**src/rtl/ct_pkg.sv**
```systemverilog
package ct_pkg;
   localparam logic [2:0] ADR_CTRLA = 3'd0;
   localparam logic [2:0] ADR_CTRLB = 3'd1;
   localparam logic [2:0] ADR_CMPL  = 3'd2;
   localparam logic [2:0] ADR_CMPH  = 3'd3;
   localparam logic [2:0] ADR_CNTL  = 3'd4;
   localparam logic [2:0] ADR_CNTH  = 3'd5;
   localparam logic [2:0] ADR_CAPL  = 3'd6;
   localparam logic [2:0] ADR_CAPH  = 3'd7;

   localparam logic [1:0] MODE_CAPTURE = 2'b01;

   // capture polarity: bit 0 accepts falling edges, bit 1 accepts rising edges
   typedef enum logic [1:0] {
      POL_NONE = 2'b00,
      POL_FALL = 2'b01,
      POL_RISE = 2'b10,
      POL_BOTH = 2'b11
   } cap_pol_e;

   // log2 of the divide ratio of each internal prescaler tap
   function automatic int tap_shift(input int idx);
      case (idx)
         0: return 0;
         1: return 1;
         2: return 2;
         3: return 3;
         4: return 6;
         5: return 9;
         default: return 11;
      endcase
   endfunction
endpackage

```
**src/rtl/ct_edge_sync.sv**
```systemverilog
module ct_edge_sync #(
   parameter int STAGES = 2
) (
   input  logic clk,
   input  logic rst_n,
   input  logic pin,
   output logic rise,
   output logic fall
);
   generate
      if (STAGES < 2) begin : g_bad_stages
         $error("ct_edge_sync: STAGES must be at least 2");
      end
   endgenerate

   logic [STAGES-1:0] sync_q;
   logic              prev_q;

   always_ff @(posedge clk or negedge rst_n) begin
      if (!rst_n) begin
         sync_q <= '0;
         prev_q <= 1'b0;
      end else begin
         sync_q <= {sync_q[STAGES-2:0], pin};
         prev_q <= sync_q[STAGES-1];
      end
   end

   assign rise = sync_q[STAGES-1] & ~prev_q;
   assign fall = ~sync_q[STAGES-1] & prev_q;

   // an edge is reported for a single cycle only
   assert_single_rise_R8: assert property (@(posedge clk) disable iff (!rst_n)
      rise |=> !rise);
   assert_single_fall_R8: assert property (@(posedge clk) disable iff (!rst_n)
      fall |=> !fall);
endmodule

```
**src/rtl/ct_prescaler.sv**
```systemverilog
module ct_prescaler
   import ct_pkg::*;
#(
   parameter int PSC_W = 11,
   parameter int SEL_W = 3,
   parameter int NTAP  = 7
) (
   input  logic             clk,
   input  logic             rst_n,
   input  logic             run,
   input  logic [SEL_W-1:0] sel,
   input  logic             ext_tick,
   output logic             tick
);
   localparam int NSEL = 1 << SEL_W;

   generate
      if (NTAP > NSEL - 1) begin : g_bad_ntap
         $error("ct_prescaler: too many taps for the select width");
      end
      if (PSC_W < tap_shift(NTAP - 1)) begin : g_bad_psc
         $error("ct_prescaler: PSC_W too narrow for the slowest tap");
      end
   endgenerate

   logic [PSC_W-1:0] psc_q;
   logic [NSEL-1:0]  tap;

   always_ff @(posedge clk or negedge rst_n) begin
      if (!rst_n)   psc_q <= '0;
      else if (run) psc_q <= psc_q + 1'b1;
      else          psc_q <= '0;
   end

   genvar gi;
   generate
      for (gi = 0; gi < NSEL; gi++) begin : g_tap
         localparam int SH = tap_shift(gi);
         if (gi == NSEL - 1) begin : g_ext
            assign tap[gi] = ext_tick;
         end else if (gi >= NTAP) begin : g_none
            assign tap[gi] = 1'b0;
         end else if (SH == 0) begin : g_full
            assign tap[gi] = 1'b1;
         end else begin : g_div
            assign tap[gi] = &psc_q[SH-1:0];
         end
      end
   endgenerate

   assign tick = run & tap[sel];

   // no tick is issued while stopped
   assert_no_tick_idle_R2: assert property (@(posedge clk) disable iff (!rst_n)
      !run |-> !tick);
endmodule

```
**src/rtl/ct_core.sv**
```systemverilog
module ct_core #(
   parameter int CNT_W = 16
) (
   input  logic             clk,
   input  logic             rst_n,
   input  logic             run,
   input  logic             tick,
   input  logic             sw_clr,
   input  logic [CNT_W-1:0] cmp,
   input  logic             cap_ev,
   output logic [CNT_W-1:0] cnt,
   output logic [CNT_W-1:0] cap,
   output logic             match
);
   generate
      if (CNT_W < 2) begin : g_bad_width
         $error("ct_core: CNT_W must be at least 2");
      end
   endgenerate

   logic [CNT_W-1:0] cnt_q;
   logic [CNT_W-1:0] cap_q;

   assign match = run & tick & (cnt_q == cmp);

   always_ff @(posedge clk or negedge rst_n) begin
      if (!rst_n)               cnt_q <= '0;
      else if (!run || sw_clr)  cnt_q <= '0;
      else if (tick)            cnt_q <= match ? '0 : cnt_q + 1'b1;
   end

   always_ff @(posedge clk or negedge rst_n) begin
      if (!rst_n)      cap_q <= '0;
      else if (cap_ev) cap_q <= cnt_q;
   end

   assign cnt = cnt_q;
   assign cap = cap_q;

   assert_zero_when_stopped_R2: assert property (@(posedge clk) disable iff (!rst_n)
      !run |=> cnt_q == '0);
   assert_step_on_tick_R3: assert property (@(posedge clk) disable iff (!rst_n)
      (run && tick && !match && !sw_clr) |=> cnt_q == $past(cnt_q) + 1'b1);
   assert_hold_between_ticks_R3: assert property (@(posedge clk) disable iff (!rst_n)
      (run && !tick && !sw_clr) |=> $stable(cnt_q));
   assert_clear_on_match_R4: assert property (@(posedge clk) disable iff (!rst_n)
      match |=> cnt_q == '0);
   assert_clear_on_write_R5: assert property (@(posedge clk) disable iff (!rst_n)
      sw_clr |=> cnt_q == '0);
   assert_capture_pre_clear_R6: assert property (@(posedge clk) disable iff (!rst_n)
      cap_ev |=> cap_q == $past(cnt_q));
endmodule

```
**src/rtl/cap_timer.sv**
```systemverilog
module cap_timer
   import ct_pkg::*;
#(
   parameter int DW     = 8,
   parameter int PSC_W  = 11,
   parameter int SYNC_N = 2
) (
   input  logic          clk,
   input  logic          rst_n,
   input  logic          wr_en,
   input  logic [2:0]    wr_addr,
   input  logic [DW-1:0] wr_data,
   input  logic [2:0]    rd_addr,
   output logic [DW-1:0] rd_data,
   input  logic          ext_clk_pin,
   input  logic          cap_pin,
   input  logic          tmr_ack,
   input  logic          cap_ack,
   output logic          tmr_irq,
   output logic          cap_irq
);
   localparam int CNT_W = 2 * DW;
   localparam int PAD_W = DW - 8;

   generate
      if (DW < 8) begin : g_bad_dw
         $error("cap_timer: DW must be at least 8");
      end
   endgenerate

   logic             en_q, clr_q, opol_q, xedge_q;
   logic [1:0]       mode_q;
   cap_pol_e         pol_q;
   logic [2:0]       sel_q;
   logic [CNT_W-1:0] cmp_q;
   logic             tmr_flag_q, cap_flag_q;

   logic             run, tick, match, cap_ev, ext_tick;
   logic             xr, xf, cr, cf;
   logic [CNT_W-1:0] cnt, cap;
   logic             wr_a;

   assign run  = en_q & (mode_q == MODE_CAPTURE);
   assign wr_a = wr_en & (wr_addr == ADR_CTRLA);

   always_ff @(posedge clk or negedge rst_n) begin
      if (!rst_n) begin
         en_q    <= 1'b0;
         mode_q  <= 2'b00;
         pol_q   <= POL_NONE;
         clr_q   <= 1'b0;
         sel_q   <= 3'd0;
         opol_q  <= 1'b0;
         xedge_q <= 1'b0;
         cmp_q   <= '0;
      end else begin
         clr_q <= wr_a & wr_data[0];
         if (wr_a) begin
            en_q   <= wr_data[7];
            mode_q <= wr_data[5:4];
            pol_q  <= cap_pol_e'(wr_data[3:2]);
         end
         if (wr_en) begin
            case (wr_addr)
               ADR_CTRLB: begin
                  sel_q   <= wr_data[7:5];
                  opol_q  <= wr_data[2];
                  xedge_q <= wr_data[1];
               end
               ADR_CMPL: cmp_q[DW-1:0]     <= wr_data;
               ADR_CMPH: cmp_q[CNT_W-1:DW] <= wr_data;
               default: ;
            endcase
         end
      end
   end

   ct_edge_sync #(.STAGES(SYNC_N)) i_xclk_sync (
      .clk(clk), .rst_n(rst_n), .pin(ext_clk_pin), .rise(xr), .fall(xf));

   ct_edge_sync #(.STAGES(SYNC_N)) i_cap_sync (
      .clk(clk), .rst_n(rst_n), .pin(cap_pin), .rise(cr), .fall(cf));

   assign ext_tick = xedge_q ? xf : xr;
   assign cap_ev   = run & ((pol_q[0] & cf) | (pol_q[1] & cr));

   ct_prescaler #(.PSC_W(PSC_W), .SEL_W(3), .NTAP(7)) i_psc (
      .clk(clk), .rst_n(rst_n), .run(run), .sel(sel_q),
      .ext_tick(ext_tick), .tick(tick));

   ct_core #(.CNT_W(CNT_W)) i_core (
      .clk(clk), .rst_n(rst_n), .run(run), .tick(tick), .sw_clr(clr_q),
      .cmp(cmp_q), .cap_ev(cap_ev), .cnt(cnt), .cap(cap), .match(match));

   always_ff @(posedge clk or negedge rst_n) begin
      if (!rst_n) begin
         tmr_flag_q <= 1'b0;
         cap_flag_q <= 1'b0;
      end else begin
         if (match)        tmr_flag_q <= 1'b1;
         else if (tmr_ack) tmr_flag_q <= 1'b0;
         if (cap_ev)       cap_flag_q <= 1'b1;
         else if (cap_ack) cap_flag_q <= 1'b0;
      end
   end

   assign tmr_irq = tmr_flag_q;
   assign cap_irq = cap_flag_q;

   logic [7:0] ctrla_rd, ctrlb_rd;
   assign ctrla_rd = {en_q, 1'b0, mode_q, pol_q, 1'b0, clr_q};
   assign ctrlb_rd = {sel_q, tmr_flag_q, cap_flag_q, opol_q, xedge_q, 1'b0};

   generate
      if (PAD_W > 0) begin : g_pad
         always_comb begin
            case (rd_addr)
               ADR_CTRLA: rd_data = {{PAD_W{1'b0}}, ctrla_rd};
               ADR_CTRLB: rd_data = {{PAD_W{1'b0}}, ctrlb_rd};
               ADR_CMPL:  rd_data = cmp_q[DW-1:0];
               ADR_CMPH:  rd_data = cmp_q[CNT_W-1:DW];
               ADR_CNTL:  rd_data = cnt[DW-1:0];
               ADR_CNTH:  rd_data = cnt[CNT_W-1:DW];
               ADR_CAPL:  rd_data = cap[DW-1:0];
               default:   rd_data = cap[CNT_W-1:DW];
            endcase
         end
      end else begin : g_nopad
         always_comb begin
            case (rd_addr)
               ADR_CTRLA: rd_data = ctrla_rd;
               ADR_CTRLB: rd_data = ctrlb_rd;
               ADR_CMPL:  rd_data = cmp_q[DW-1:0];
               ADR_CMPH:  rd_data = cmp_q[CNT_W-1:DW];
               ADR_CNTL:  rd_data = cnt[DW-1:0];
               ADR_CNTH:  rd_data = cnt[CNT_W-1:DW];
               ADR_CAPL:  rd_data = cap[DW-1:0];
               default:   rd_data = cap[CNT_W-1:DW];
            endcase
         end
      end
   endgenerate

   assert_no_events_stopped_R2: assert property (@(posedge clk) disable iff (!rst_n)
      !run |-> !match && !cap_ev);
   assert_clear_self_resets_R5: assert property (@(posedge clk) disable iff (!rst_n)
      (clr_q && !(wr_a && wr_data[0])) |=> !clr_q);
   assert_match_sets_flag_R4: assert property (@(posedge clk) disable iff (!rst_n)
      match |=> tmr_irq);
   assert_capture_sets_flag_R6: assert property (@(posedge clk) disable iff (!rst_n)
      cap_ev |=> cap_irq);
   assert_ack_clears_tmr_R9: assert property (@(posedge clk) disable iff (!rst_n)
      (tmr_ack && !match) |=> !tmr_irq);
   assert_ack_clears_cap_R9: assert property (@(posedge clk) disable iff (!rst_n)
      (cap_ack && !cap_ev) |=> !cap_irq);
endmodule

```
**config.mk**
```make
export PLATFORM = sky130hd
export DESIGN_NAME = cap_timer
export DESIGN_NICKNAME = d
export VERILOG_FILES = /design/src/rtl/ct_pkg.sv /design/src/rtl/ct_edge_sync.sv /design/src/rtl/ct_prescaler.sv /design/src/rtl/ct_core.sv /design/src/rtl/cap_timer.sv
export SDC_FILE = /design/constraint.sdc
export NUM_CORES = 1
export LEC_CHECK = 0
export BUFFER_PORTS_ARGS = -buffer_cell sky130_fd_sc_hd__buf_2
export CAP_MARGIN = 10
export CORE_MARGIN = 2
export CORE_UTILIZATION = 60
export DETAILED_ROUTE_END_ITERATION = 8
export HOLD_SLACK_MARGIN = 0.03
export PLACE_DENSITY = 0.89
export SYNTH_ARGS = -nofsm -noshare
export SYNTH_HDL_FRONTEND = slang
export SYNTH_SLANG_ARGS = --single-unit
```
**constraint.sdc**
```tcl
create_clock -name clk -period 3.1 [get_ports clk]
set_clock_uncertainty 0.05 [all_clocks]
set_input_delay 0.31 -clock clk [delete_from_list [all_inputs] [get_ports clk]]
set_output_delay 0.31 -clock clk [all_outputs]
set_load 0.05 [all_outputs]
```
=== Word-level counts from Yosys, hierarchy flattened ===
Index checks and enable logic that the tools add are counted.

* Bits in registers: 78
* Bits in latches: 0
* Memory bits (writable): 0
* Memory bits (read-only): 0
* Bits of input ports: 21
* Memories: 0

* Add/sub/neg operators: 2
* $mul: 0
* Divide/modulo/power cells: 0
* $lt $le $gt $ge: 1
* Equal/unequal tests: 11
* Shift-type cells: 0
* Mux-type cells: 12
* Bitwise gates (word level): 18
* Reductions and logical operators: 15

{| class="wikitable"
|+ Operators by type and width
! kind !! count
|-
| one-hot mux 8 bit (7 select lines) || 1
|-
| two-way mux 16 bit || 3
|-
| adder 16 x 1 -> 16 bit (second input constant) || 1
|-
| equality test 16 bit || 1
|-
| bitwise AND 1 bit || 13
|-
| equality test 3 x 2 -> 1 bit (second input constant) || 4
|-
| adder 11 x 1 -> 11 bit (second input constant) || 1
|-
| two-way mux 11 bit || 1
|-
| AND reduction 11 bit || 1
|-
| equality test 3 bit (second input constant) || 3
|-
| AND reduction 9 bit || 1
|-
| AND reduction 2 bit || 4
|-
| equality test 3 x 1 -> 1 bit (second input constant) || 2
|-
| logical NOT 3 bit || 2
|-
| two-way mux 1 bit || 6
|-
| AND reduction 6 bit || 1
|-
| nonzero test 2 bit || 3
|-
| less-than comparator 3 x 4 -> 1 bit (second input constant) || 1
|-
| NOT 1 bit || 4
|-
| binary-select mux 1 bit (select 3 bit) || 1
|-
| AND reduction 3 bit || 1
|-
| equality test 2 x 1 -> 1 bit (second input constant) || 1
|-
| logical NOT 1 bit || 1
|-
| logical OR 1 bit || 1
|-
| bitwise OR 1 bit || 1
|}

=== Depth between registers and ports, before layout ===
Gate-level depths: netlist (run 1).

* Depth in word-level cells: 11
* Mapped depth: 12
* Depth with buffers taken out: 10

=== Hierarchy ===
From an unflattened synthesis (run 1), not the netlist that was laid out.

* Cell total of the unflattened synthesis: 358
* Area, all modules: 4095.2 µm²

{| class="wikitable"
|+ By module, submodules not included
! module !! instances !! cells an instance !! area each (µm²) !! sequential area each (µm²)
|-
| cap_timer || 1 || 148 || 1686.6 || 725.7
|-
| ct_core || 1 || 142 || 1634.1 || 800.8
|-
| ct_prescaler || 1 || 58 || 594.3 || 275.3
|-
| ct_edge_sync || 2 || 5 || 90.1 || 75.1
|}

=== Worst setup path before layout (run 1) ===
Ideal clock, no wire load.

* Path kind: input to output
* Start point: in rd_addr[0]
* End point: out rd_data[0]
* Arrival: 2.214 ns
* Data required time: 2.740 ns
* Slack: 0.526 ns
* Cell stages on the path: 5
* Path through: clkbuf_1 > clkbuf_1 > clkbuf_1 > o211ai_1 > a31oi_1

* Word-level cells in the longest chain between the ends: 2
* Elaborated cells between the ends (all ways): 8
* Classes of those cells: 6 x eq/ne; 1 x mux; 1 x reduce/logical

{| class="wikitable"
|+ RTL lines
! what !! line !! source
|-
| start, declared || cap_timer.sv:13 || <nowiki>input logic [2:0] rd_addr,</nowiki>
|-
| equality test 3 bit (tied with other cells) || cap_timer.sv:130 || <nowiki>case (rd_addr)</nowiki>
|-
| one-hot mux 8 bit (7 select lines) (*) || cap_timer.sv:130 ||
|-
| end, declared || cap_timer.sv:14 || <nowiki>output logic [DW-1:0] rd_data,</nowiki>
|}

Mark *: on every way between the ends. The rest lies on a longest branch, timed or not.

=== Worst setup path after layout (run 1) ===
* Start point: reg i_psc.psc_q[0]
* End point: reg i_core.cnt_q[1], in the netlist i_core.cnt[1]

* Word-level cells in the longest chain between the ends: 9
* Elaborated cells between the ends (all ways): 14
* Classes of those cells: 5 x mux; 3 x bitwise; 6 x reduce/logical

{| class="wikitable"
|+ RTL lines
! what !! line !! source
|-
| start, declared || ct_prescaler.sv:26 || <nowiki>logic [PSC_W-1:0] psc_q;</nowiki>
|-
| start signal, assigned || ct_prescaler.sv:31 || <nowiki>else if (run) psc_q <= psc_q + 1'b1;</nowiki>
|-
| AND reduction 11 bit (tied with other cells) || ct_prescaler.sv:46 || <nowiki>assign tap[gi] = &psc_q[SH-1:0];</nowiki>
|-
| binary-select mux 1 bit (select 3 bit) (*) || ct_prescaler.sv:51 || <nowiki>assign tick = run & tap[sel];</nowiki>
|-
| two-way mux 1 bit (implied by the code) (*) || ct_prescaler.sv:51 ||
|-
| bitwise AND 1 bit (*) || ct_prescaler.sv:51 ||
|-
| bitwise AND 1 bit (2 in a row) || ct_core.sv:24 || <nowiki>assign match = run & tick & (cnt_q == cmp);</nowiki>
|-
| two-way mux 16 bit (2 in a row) || ct_core.sv:29 || <nowiki>else if (tick) cnt_q <= match ? '0 : cnt_q + 1'b1;</nowiki>
|-
| two-way mux 16 bit || ct_core.sv:28 || <nowiki>else if (!run || sw_clr) cnt_q <= '0;</nowiki>
|-
| end signal, assigned || ct_core.sv:29 ||
|-
| end, declared || ct_core.sv:21 || <nowiki>logic [CNT_W-1:0] cnt_q;</nowiki>
|}

Mark *: on every way between the ends. The rest lies on a longest branch, timed or not. The select of a mux whose other input is x is not followed.
A chain may end at the register's enable or synchronous reset.

==> results of run 1 <==
power by group through the flow:
stage | logic, W | clock network [W] | registers (W)
2_1_floorplan | 0.000348 | 0 | 0.00118
3_3_place_gp | 0.000443 | 0 | 0.00122
3_5_place_dp | 0.000460 | 0 | 0.00123
4_1_cts | 0.000471 | 0.000825 | 0.00121
5_1_grt | 0.000512 | 0.000867 | 0.00122
6_report | 0.000477 | 0.000822 | 0.00122
logic make-up after synthesis:
| family | Yosys count |
|---|---|
| flops | 78 |
| buf+inv | 33 |
| compound gates | 71 |
| fa+ha+maj | 4 |
| simple gates | 132 |
| xor+xnor | 22 |
| mux | 56 |
final cells by class:
class	instances	area, um^2	share of cell area
Timing Repair Buffer	37	210	0.0457
Clock buffer	12	165	0.0359
Tap cell	96	120	0.0261
Multi-Input combinational cell	285	2070	0.450
Clock inverter	4	53.8	0.0117
Inverter	8	30.0	0.00653
Sequential cell	78	1950	0.424
state kept, by name (all words and copies together), names as in the netlist, 2 cells and up:
register and count:
cmp_q 16, i_cap_sync.sync_q 2, i_core.cap 16, i_core.cnt 16, i_psc.psc_q 11, i_xclk_sync.sync_q 2, mode_q 2, pol_q 2
sel_q 3
critical path, cell delays in order, from the launching register on:
cell     delay, ps
dfrtp_1        430
ha_1           270
and3_1         190
nand3_1        190
nor2_1          70
ha_1           180
o21ai_0        140
a31o_2         130
o311a_1        630
o21ai_0        170
a21oi_1        170
cell usage after synthesis (7+ instances only):
master	instances
dfrtp_1	78
mux2_2	47
nand2_1	33
nor2_1	27
xor2_1	20
nand3_1	16
o22ai_1	16
a211oi_1	14
o21ai_0	13
or3_1	12
a21oi_1	10
inv_1	8
clkbuf_1	7
metal layers:
| metal | wire length, um | global-route usage |
|---|---|---|
| met1 | 4250 | 0.399 |
| met2 | 5540 | 0.496 |
| met3 | 792 | 0.0631 |
| met4 | 238 | 0.102 |
| met5 | 0 | 0 |
per-stage QoR:
step | hold slack (ps) | power (W)
finish | 21.8 | 0.00251
global route | 143 | 0.00260
CTS | 76.6 | 0.00251
detailed placement | 287 | 0.00169
global placement | 283 | 0.00166
floorplan | -35.6 | 0.00153
path summary, 6_finish.rpt:
check	startpoint	slack, ps	endpoint	cells after the start
setup reg to reg	i_psc.psc_q[0]	390	i_core.cnt[1]	10
hold reg to reg	i_cap_sync.sync_q[0]	300	i_cap_sync.sync_q[1]	0
max in group asynchronous	rst_n	2330	cmp_q[4]	1
hold / removal	rst_n	20	i_core.cap[11]	1
min in group clk	tmr_ack	160	tmr_irq	3
setup / recovery	i_psc.psc_q[0]	390	i_core.cnt[1]	10
timing repair:
action,4_1_cts,5_1_grt
buffers inserted,0,0
endpoints found under the hold margin,2,0
hold buffers,2,0
==> impl_metrics.py, run 1 <==
metrics = {
    "global_route": {
        "grt_pass1_vias": 3331,
        "grt_pass1_wl_mm": 17.4,
        "grt_antenna_before_repair": 0,
        "grt_use_total": 0.301,
        "grt_remaining_overflow": 0,
        "grt_start_max_net_pins": 79,
    },
    "synth": {
        "synth_cell_types": 53,
        "synth_flop_cell": "dfrtp_1",
        "yosysTopAreaCellShare": 0.459,
        "syn-num-nets": 421,
        "synth_adder_area_share": 0.0118,
        "synthMuxAreaShare": 0.161,
        "yosys-top-cells-area": "dfrtp_1 46%, mux2_2 12%, xor2_1 4.1%",
        "synthCells": 396,
        "syn_avg_cell_area_um2": 10.7,
        "synth_warnings": 0,
        "syn_area_um2": 4250,
        "synth.largest_area_cell": "dfrtp_1",
        "synth_compound_gate_area_share": 0.108,
        "synthSimpleGateAreaFrac": 0.161,
        "synth_top_family_by_area": "multiplexers",
        "synth-seq-area-share": 0.459,
        "ys_ff_latch": 78,
        "async_flop_share": 1.00,
        "synth_xor_area_frac": 0.0453,
        "synth_edf_count": 0,
    },
    "floorplan": {
        "start_util": 0.623,
        "rows": 30,
        "coreArea_um2": 6830,
        "num_io_pins": 31,
        "die_height_um": 88.2,
        "die_area_um2": 7780,
        "die_x_um": 88.2,
    },
    "sta": {
        "hold_viol": 0,
        "setup_viol": 0,
        "slew_headroom": 0.254,
        "grt_setup_unrepaired": "false",
        "fin_crit_ps": 2710,
        "slew_viol_final": 0,
        "tightestPinTransition_ps": 1120,
        "setup-tns-final_ps": 0,
        "fin_ws_ps": 389,
        "clock.fmax_mhz": 369,
        "period_share": 0.874,
    },
    "final_layout": {
        "nNetsFinal": 444,
        "final_cell_mix": "78 x dfrtp_1, 47 x mux2_2, 33 x nand2_1",
        "fill_cells": 512,
        "final_common_cell": "dfrtp_1",
        "antennaDiodeCount": 0,
        "syn2layout_area_growth_pct": 8.21,
        "fin_area_um2": 4600,
        "final_cells": 520,
        "fin_util": 0.674,
        "drive_above_1_share": 0.262,
    },
    "routing": {
        "wl_per_cell_um": 20.8,
        "first_pass_iters": 5,
        "ant_nets": 0,
        "viasPerCell": 6.60,
        "dr_total_vias": 3432,
        "first_iter_violations": 503,
        "drc": 0,
        "routed_wirelength_mm": 10.8,
    },
    "placed_design": {
        "gp_congestion": 0.931,
        "dp.cells": 502,
        "pre_cts_slack_ps": 499,
        "placedInstanceArea_um2": 4360,
        "hpwl_mm": 7.00,
        "portBuffers": 30,
    },
    "critical_path": {
        "crit_fanout": 17,
        "end_kind": "register",
        "cp_data_required_time_ps": 3320,
        "critPathArrivalTime_ps": 2930,
        "start_kind": "register",
        "critical_path_class": "reg -> reg",
    },
    "power": {
        "ir_drop_mv": 0.513,
        "switching_share": 0.314,
        "power_switching_w": 0.000789,
        "p_seq_frac": 0.483,
        "p_leak_nw": 1.98,
        "power_density_nw_per_um2": 546,
        "p_comb_frac": 0.190,
        "internal-power_w": 0.00173,
        "clockPowerShare": 0.327,
    },
    "job": {
        "drv_cap": 0,
    },
    "status": {
        "status": "finished, final reports clean",
    },
    "clock_network": {
        "cts_tree": "built",
        "cts.htree.levels": 3,
        "clock_latency_ps": 360,
        "clk_pin_slew_worst_paths_ps": 80,
        "cts.sinks": 78,
        "cts_root_buffer": "clkbuf_8",
        "cts_resized": 0,
        "cts_max_path_buffers": 2,
        "numCtsBuffers": 9,
    },
    "hold_path": {
        "hp-class": "in -> async",
    },
}
Note: power is estimated with default switching activity, not from simulation.
==> run 2: changes to the inputs <==
ABC_AREA = 1   (was default)
PLACE_DENSITY = 0.9   (was 0.89)
==> run 2 against run 1 <==
Critical path depth is 3 lower. Via count increased by 13%. Non-clock buffer count decreased by 5. Global-route usage shrank 0.64 points. Clock-buffer cell count is 1 lower. Worst hold slack better by 17 ps. Synthesized area fell by 1.6%. Flip-flop and latch count stayed put. Combinational power shrank 24%. Total power down 2.6%. Synthesized cell count up 39%. Core utilization grew 1.0 points.
==> impl_metrics.py, run 2 <==
metrics = {
    "synth": {
        "synth_flop_cell": "dfrtp_1",
        "synthSimpleGateAreaFrac": 0.270,
        "synth_edf_count": 0,
        "synthCells": 549,
        "synthMuxAreaShare": 0,
        "synth-seq-area-share": 0.466,
        "synth_top_family_by_area": "simple AND/OR/NAND/NOR gates",
        "syn_avg_cell_area_um2": 7.63,
        "syn-num-nets": 574,
        "yosysMostFrequentCell": "nand2_1",
        "synth_top_cells_by_count": "142 x nand2_1, 78 x dfrtp_1, 76 x inv_1",
        "yosysTopAreaCellShare": 0.466,
        "synth_compound_gate_area_share": 0.123,
        "synth_warnings": 0,
        "synth_adder_area_share": 0.0120,
        "syn_area_um2": 4190,
        "synth.largest_area_cell": "dfrtp_1",
        "async_flop_share": 1.00,
        "synth_cell_types": 30,
        "yosys-top-cells-area": "dfrtp_1 47%, nand2_1 13%, inv_1 6.8%",
        "synth_xor_area_frac": 0.0377,
        "ys_ff_latch": 78,
    },
    "placed_design": {
        "dp.cells": 643,
        "portBuffers": 30,
        "hpwl_mm": 7.45,
        "gp_congestion": 0.970,
    },
    "sta": {
        "slew_viol_final": 0,
        "period_share": 0.766,
        "slew_headroom": 0.368,
        "tightestPinTransition_ps": 949,
        "clock.fmax_mhz": 421,
        "grt_setup_unrepaired": "false",
        "setup_viol": 0,
        "hold_viol": 0,
        "fin_crit_ps": 2380,
        "setup-tns-final_ps": 0,
    },
    "global_route": {
        "grt_pass1_wl_mm": 17.2,
        "grt_antenna_before_repair": 0,
        "grt_use_total": 0.294,
        "grt_start_max_net_pins": 79,
        "grt_pass1_vias": 3616,
        "grt_remaining_overflow": 0,
    },
    "clock_network": {
        "numCtsBuffers": 9,
        "ctsHoldBuffers": 2,
        "cts.sinks": 78,
        "cts_resized": 0,
        "clock_latency_ps": 360,
        "cts.htree.levels": 3,
        "cts_setup_buffers": 0,
        "cts_tree": "built",
        "cts_max_path_buffers": 2,
        "clk_pin_slew_worst_paths_ps": 80,
        "cts_root_buffer": "clkbuf_8",
    },
    "routing": {
        "viasPerCell": 5.87,
        "dr_total_vias": 3879,
        "routed_wirelength_mm": 10.4,
        "drc": 0,
        "wl_per_cell_um": 15.8,
        "first_pass_iters": 6,
        "first_iter_violations": 421,
        "ant_nets": 0,
    },
    "final_layout": {
        "final_cells": 661,
        "multiInputGateArea_um2": 1850,
        "nNetsFinal": 601,
        "final_cell_mix": "142 x nand2_1, 78 x dfrtp_1, 76 x inv_1",
        "drive_above_1_share": 0.0929,
        "regArea_um2": 1950,
        "antennaDiodeCount": 0,
        "syn2layout_area_growth_pct": 10.4,
        "final_common_cell": "nand2_1",
        "fill_cells": 525,
    },
    "critical_path": {
        "start_kind": "input port",
        "critical_path_class": "in -> out",
        "end_kind": "primary output",
        "r2r-start": "mode_q[1]",
        "r2r_end": "i_core.cap[1]",
        "r2r_cells": 5,
        "crit_fanout": 10,
        "critPathArrivalTime_ps": 2020,
        "cp_data_required_time_ps": 2740,
        "r2r_setup_slack_ps": 920,
    },
    "power": {
        "ir_drop_mv": 0.306,
        "p_leak_nw": 2.32,
        "power_density_nw_per_um2": 530,
    },
    "hold_path": {
        "hp-class": "in -> async",
    },
    "floorplan": {
        "die_height_um": 87.5,
        "rows": 30,
        "coreArea_um2": 6760,
        "die_area_um2": 7660,
        "start_util": 0.620,
        "num_io_pins": 31,
        "die_x_um": 87.5,
    },
    "job": {
        "drv_cap": 0,
    },
    "status": {
        "status": "finished, final reports clean",
    },
}
[run 2: how the worst max path moves through the flow]
stage               startpoint          to  cells past startpoint
floorplan           rd_addr[0]  rd_data[0]                      3
global route        rd_addr[2]  rd_data[1]                      7
global placement    rd_addr[2]  rd_data[0]                      7
CTS                 rd_addr[2]  rd_data[1]                      7
detailed placement  rd_addr[2]  rd_data[1]                      7
finish              rd_addr[2]  rd_data[1]                      7
[run 2: cell families after synthesis]
group	count (synthesis)
and+or+nand+nor	261
AOI/OAI and AO/OA	91
xor gates and xnor gates	18
buffers and inverters	97
adders and majority gates	4
DFF	78
[run 2: through the flow]
step / hold WS [ps] / setup slack, ps / area (um^2) / utilization / power, W
2_1_floorplan: -35.6 / 927 / 4190 / - / 0.00142
3_3_place_gp: 283 / 820 / 4360 / 0.646 / 0.00153
3_5_place_dp: 287 / 799 / 4360 / 0.646 / 0.00154
4_1_cts: 76.2 / 781 / 4620 / 0.684 / 0.00246
5_1_grt: 66.5 / 639 / 4620 / 0.684 / 0.00255
6_report: 38.8 / 724 / 4620 / 0.684 / 0.00245
[run 2: final cells by class]
class / count / area share
clock buffer: 11 / 0.0284
inverter: 81 / 0.0658
tap: 80 / 0.0217
multi-input combinational: 374 / 0.401
timing repair buffer: 32 / 0.0374
clock inverter: 5 / 0.0230
sequential: 78 / 0.422
[run 2: routing by layer]
| metal | wire (um) | GRT usage | part of all wire |
|---|---|---|---|
| met2 | 4880 | 0.485 | 0.47 |
| met1 | 4250 | 0.371 | 0.41 |
| met4 | 428 | 0.126 | 0.041 |
| met5 | 0 | 0 | 0 |
| met3 | 848 | 0.0716 | 0.081 |
[run 2: power by group]
part | total (W) | leakage, nW | switching, W | internal, W
logic | 0.000363 | 1.16 | 0.000253 | 0.000109
clock network | 0.000918 | 0.114 | 0.000380 | 0.000538
registers | 0.00117 | 1.04 | 0.0000813 | 0.00109
[run 2: worst max-delay path: stages]
cell	delay (ps)
buf_2	180
clkinv_1	270
nand3_1	410
o22ai_1	210
nor3_1	260
o21ai_0	130
buf_2	230
